File: src/rtl/dirq_pkg.sv
package dirq_pkg;
    localparam int HALF_W     = 16;
    localparam int WORD_W     = 2 * HALF_W;
    localparam int SRC_N      = 5;
    localparam int PIPE_N     = 2;
    localparam int CURSOR_POS = 4;
    localparam int USED_N     = PIPE_N * SRC_N + 1;
    localparam logic [HALF_W-1:0] USED_MASK = HALF_W'((1 << USED_N) - 1);

    // pipe 0 = A, pipe 1 = B; src: 0 frame sync, 1 line sync, 2 fetch end,
    // 3 underflow, 4 fatal underflow
    function automatic int src_pos(input int pipe, input int src);
        int base;
        case (src)
            0:       base = 0;
            1:       base = 1;
            2:       base = 5;
            3:       base = 7;
            default: base = 9;
        endcase
        if (src < 2) return (pipe == 0) ? base + 2 : base;
        return (pipe == 0) ? base + 1 : base;
    endfunction

    typedef struct packed {
        logic [HALF_W-1:0] status;
        logic [HALF_W-1:0] enable;
    } irq_state_t;
endpackage

File: src/rtl/dirq_event_map.sv
module dirq_event_map
    import dirq_pkg::*;
(
    input  logic [SRC_N-1:0]  pipe_a_i,
    input  logic [SRC_N-1:0]  pipe_b_i,
    input  logic              cursor_i,
    output logic [HALF_W-1:0] map_o
);
    logic [PIPE_N-1:0][SRC_N-1:0] evts;
    assign evts[0] = pipe_a_i;
    assign evts[1] = pipe_b_i;

    always_comb begin
        map_o = '0;
        for (int p = 0; p < PIPE_N; p++) begin
            for (int s = 0; s < SRC_N; s++) begin
                map_o[src_pos(p, s)] = evts[p][s];
            end
        end
        map_o[CURSOR_POS] = cursor_i;
    end
endmodule

File: src/rtl/dirq_regfile.sv
module dirq_regfile
    import dirq_pkg::*;
(
    input  logic              clk,
    input  logic              rst_n,
    input  logic [HALF_W-1:0] set_i,
    input  logic              wr_en_i,
    input  logic [WORD_W-1:0] wr_data_i,
    output logic [HALF_W-1:0] status_o,
    output logic [HALF_W-1:0] enable_o
);
    irq_state_t st_d, st_q;
    logic [HALF_W-1:0] clr_d;

    always_comb begin
        st_d  = st_q;
        clr_d = wr_en_i ? wr_data_i[HALF_W-1:0] : '0;
        st_d.status = ((st_q.status & ~clr_d) | set_i) & USED_MASK;
        if (wr_en_i) begin
            st_d.enable = wr_data_i[WORD_W-1:HALF_W] & USED_MASK;
        end
    end

    always_ff @(posedge clk) begin
        if (!rst_n) st_q <= '0;
        else        st_q <= st_d;
    end

    assign status_o = st_q.status;
    assign enable_o = st_q.enable;

    p_event_sets_r2: assert property (@(posedge clk) disable iff (!rst_n)
        (|(set_i & USED_MASK)) |=>
        ((status_o & $past(set_i & USED_MASK)) == $past(set_i & USED_MASK)));

    p_sticky_r3: assert property (@(posedge clk) disable iff (!rst_n)
        !wr_en_i |=> ((status_o & $past(status_o)) == $past(status_o)));

    p_clear_r3: assert property (@(posedge clk) disable iff (!rst_n)
        wr_en_i |=> ((status_o & $past(wr_data_i[HALF_W-1:0] & ~set_i)) == '0));

    p_event_wins_r4: assert property (@(posedge clk) disable iff (!rst_n)
        (wr_en_i && |(wr_data_i[HALF_W-1:0] & set_i & USED_MASK)) |=>
        ((status_o & $past(wr_data_i[HALF_W-1:0] & set_i & USED_MASK))
            == $past(wr_data_i[HALF_W-1:0] & set_i & USED_MASK)));

    p_enable_load_r5: assert property (@(posedge clk) disable iff (!rst_n)
        wr_en_i |=> (enable_o == ($past(wr_data_i[WORD_W-1:HALF_W]) & USED_MASK)));

    p_enable_hold_r5: assert property (@(posedge clk) disable iff (!rst_n)
        !wr_en_i |=> $stable(enable_o));
endmodule

File: src/rtl/dual_pipe_irq_ctrl.sv
module dual_pipe_irq_ctrl
    import dirq_pkg::*;
(
    input  logic              clk,
    input  logic              rst_n,
    input  logic [SRC_N-1:0]  pipe_a_evt_i,
    input  logic [SRC_N-1:0]  pipe_b_evt_i,
    input  logic              cursor_evt_i,
    input  logic              wr_en_i,
    input  logic [WORD_W-1:0] wr_data_i,
    output logic [WORD_W-1:0] rd_data_o,
    output logic              irq_o
);
    logic [HALF_W-1:0] set_vec;
    logic [HALF_W-1:0] status_w;
    logic [HALF_W-1:0] enable_w;

    dirq_event_map i_map (
        .pipe_a_i (pipe_a_evt_i),
        .pipe_b_i (pipe_b_evt_i),
        .cursor_i (cursor_evt_i),
        .map_o    (set_vec)
    );

    dirq_regfile i_regs (
        .clk       (clk),
        .rst_n     (rst_n),
        .set_i     (set_vec),
        .wr_en_i   (wr_en_i),
        .wr_data_i (wr_data_i),
        .status_o  (status_w),
        .enable_o  (enable_w)
    );

    assign rd_data_o = {enable_w, status_w};
    assign irq_o     = |(status_w & enable_w);

    p_unused_zero_r6: assert property (@(posedge clk) disable iff (!rst_n)
        ((rd_data_o[HALF_W-1:0] & ~USED_MASK) == '0) &&
        ((rd_data_o[WORD_W-1:HALF_W] & ~USED_MASK) == '0));

    p_irq_gate_r7: assert property (@(posedge clk) disable iff (!rst_n)
        irq_o == (|(rd_data_o[HALF_W-1:0] & rd_data_o[WORD_W-1:HALF_W])));

    p_cursor_r8: assert property (@(posedge clk) disable iff (!rst_n)
        cursor_evt_i |=> rd_data_o[CURSOR_POS]);
endmodule

File: config.mk
export PLATFORM = sky130hd
export DESIGN_NAME = dual_pipe_irq_ctrl
export DESIGN_NICKNAME = d
export VERILOG_FILES = /design/src/rtl/dirq_pkg.sv /design/src/rtl/dirq_event_map.sv /design/src/rtl/dirq_regfile.sv /design/src/rtl/dual_pipe_irq_ctrl.sv
export SDC_FILE = /design/constraint.sdc
export NUM_CORES = 1
export LEC_CHECK = 0
export BUFFER_PORTS_ARGS = -buffer_cell sky130_fd_sc_hd__buf_2
export CAP_MARGIN = 30
export CORE_MARGIN = 2
export CORE_UTILIZATION = 34
export DETAILED_ROUTE_END_ITERATION = 12
export GPL_TIMING_DRIVEN = 0
export PLACE_DENSITY_LB_ADDON = 0.3
export SYNTH_ARGS = -nofsm -noshare
export SYNTH_HDL_FRONTEND = slang
export SYNTH_SLANG_ARGS = --single-unit
File: constraint.sdc
create_clock -name clk -period 1 [get_ports clk]
set_input_delay 0.2 -clock clk [delete_from_list [all_inputs] [get_ports clk]]
set_output_delay 0.2 -clock clk [all_outputs]
set_load 0.1 [all_outputs]
==> results_dict.tcl <==
set metrics [dict create \
    drv_slew 0 \
    criticalPathCategory "reg -> out" \
    syn_to_final_growth_pct 97.7 \
    power_density_mw_per_mm2 1410 \
    period_share_pct 169 \
    drive_gt1_share_pct 59.5 \
    grt_antenna_before_repair 0 \
    yosys_warnings 0 \
    cap_violations 0 \
    nNetsFinal 220 \
    cp_max_fo 3 \
    finalSetupViolCount 23 \
    die_area_mm2 0.00320 \
    ios 79 \
    drt_iter0_markers 11 \
    clock_latency_ns 0.30 \
    cts.sinks 22 \
    postLayoutCoreUtil_pct 69.2 \
    die_h_um 56.6 \
    layout_common_cells "buf_2 (35), buf_12 (23), nor2b_1 (22), dfxtp_4 (22)" \
    port_buffers 58 \
    drtAntennaViolNets 0 \
    antennaDiodeCount 0 \
    worstSetupEndpointType "primary output" \
    overflow 0 \
    syn_inst 98 \
    n_fill_cell 208 \
    finalClockSkew_ns 0 \
    synth_area_um2 940 \
    synth-seq-cells 22 \
    p_leak_nw 0.858 \
    dp_hpwl_um 1780 \
    drc 0 \
    hp-class "in -> reg" \
    finalCriticalPeriod_ns 1.69 \
    grt_pass1_vias 927 \
    critPathArrivalTime_ns 1.49 \
    violations "setup timing" \
    cts_tree "done" \
    postSynthAreaPerCell_um2 9.59 \
    ctsHoldBuffers 0 \
    grt_usage_pct 17.7 \
    setup.worst_path.start_class "flop" \
    max_freq_mhz 593 \
    core_area_mm2 0.00269 \
    fin_setup_tns_ns -2.47 \
    ir_worst_vdd_mv 1.42 \
    rsz0062_at_grt "yes" \
    vias_per_cell 4.40 \
    clkTransAtPathRegs_ns 0.12 \
    final-seq-area_um2 523 \
    status "finished with violations" \
    routed_wl_um 2690 \
    hold_viol_final 0 \
    grt_pass1_wl_um 4300 \
    mostFrequentLayoutCell "buf_2" \
    drt-pass1-iter-count 4 \
    cts_buffer_depth 2 \
    required_ns 0.80 \
    die_x_um 56.6 \
    vias 898 \
    setup_slack_ns -0.685 \
    cts_max_level 1 \
    seq_area_frac_synth_pct 46.9 \
    holdWs_ns 0.111 \
    fp-row-count 19 \
    cts_buffers 3 \
    clock-root-buffer "clkbuf_4" \
    start_util_pct 35.0 \
    ys_types 13 \
    grt_max_degree 13 \
    wire_per_inst_um 13.2 \
    multi_input_area_um2 488 \
    place_congestion 0.757 \
]
[metrics by stage]
step | setup WS (ns) | instances | total power, mW | cell area, µm²
floorplan | -0.496 | 107 | 1.80 | 1050
global placement | -0.443 | 196 | 1.96 | 1380
detailed placement | -0.453 | 196 | 1.97 | 1380
CTS | -0.713 | 203 | 2.60 | 1790
global route | -0.756 | 204 | 2.72 | 1860
finish | -0.685 | 204 | 2.62 | 1860
[synth_stat cells]
master    number  area share [%]
dfxtp_1       22              47
buf_4         11             8.8
nand3_1        1            0.53
a221oi_1       2             1.9
a21oi_1       11             5.9
a22o_1         2             1.9
nor2b_1       22              15
a222oi_1       1             1.1
buf_6          1             1.2
nand2_1       11             4.4
mux2i_1       11              12
conb_1         1            0.40
clkbuf_1       2            0.80
[cells by family after synthesis]
family                 synth area share, %
other                                0.399
buffers and inverters                 10.8
AO/OA/AOI/OAI                         10.7
multiplexers                          11.7
AND/OR/NAND/NOR                       19.6
flip-flops                            46.9
[where the power goes]
part	internal, mW	switching [mW]
Combinational	0.432	0.786
Sequential	0.918	0.0856
Clock	0.146	0.254
[timing repair]
action / 4_1_cts / 5_1_grt
gates resized for setup: 100 / 11
endpoints found under the setup margin: 23 / 23
pin swaps: 2 / 1
setup buffers: 3 / 1
hold endpoints to repair: 0 / 0
[path summary, 6_finish.rpt]
check,start,end,slack [ns],depth (start not counted)
worst max-delay path,i_regs.enable_o[3],irq_o,-0.69,4
worst min-delay path,pipe_a_evt_i[4],i_regs.status_o[10],0.11,3
worst max register to register,i_regs.enable_o[8],i_regs.enable_o[8],0.22,3
worst min register to register,i_regs.status_o[6],i_regs.status_o[6],0.56,2
[state kept, by name (all words and copies together) (netlist names)]
signal / flops
i_regs.enable_o: 11
i_regs.status_o: 11
[critical path: stages, from the launching register on]
cell	delay, ns
dfxtp_4	0.38
a22o_4	0.26
a221oi_4	0.24
nand3_4	0.11
buf_12	0.19
[area by class of cell]
cell class	instances	share of cell area, %
Timing Repair Buffer	62	36.6
Sequential cell	22	28.1
Multi-Input combinational cell	71	26.3
Buffer	14	5.45
Tap cell	31	2.09
Clock buffer	3	1.21
Clock inverter	1	0.202
[metal layers]
| layer | global-route usage (%) | wire length, µm |
|---|---|---|
| met1 | 18.6 | 985 |
| met2 | 34.2 | 1520 |
| met3 | 5.53 | 167 |
| met4 | 3.06 | 12 |
| met5 | 0 | 0 |
No activity file was read; power rests on OpenSTA's default activity.
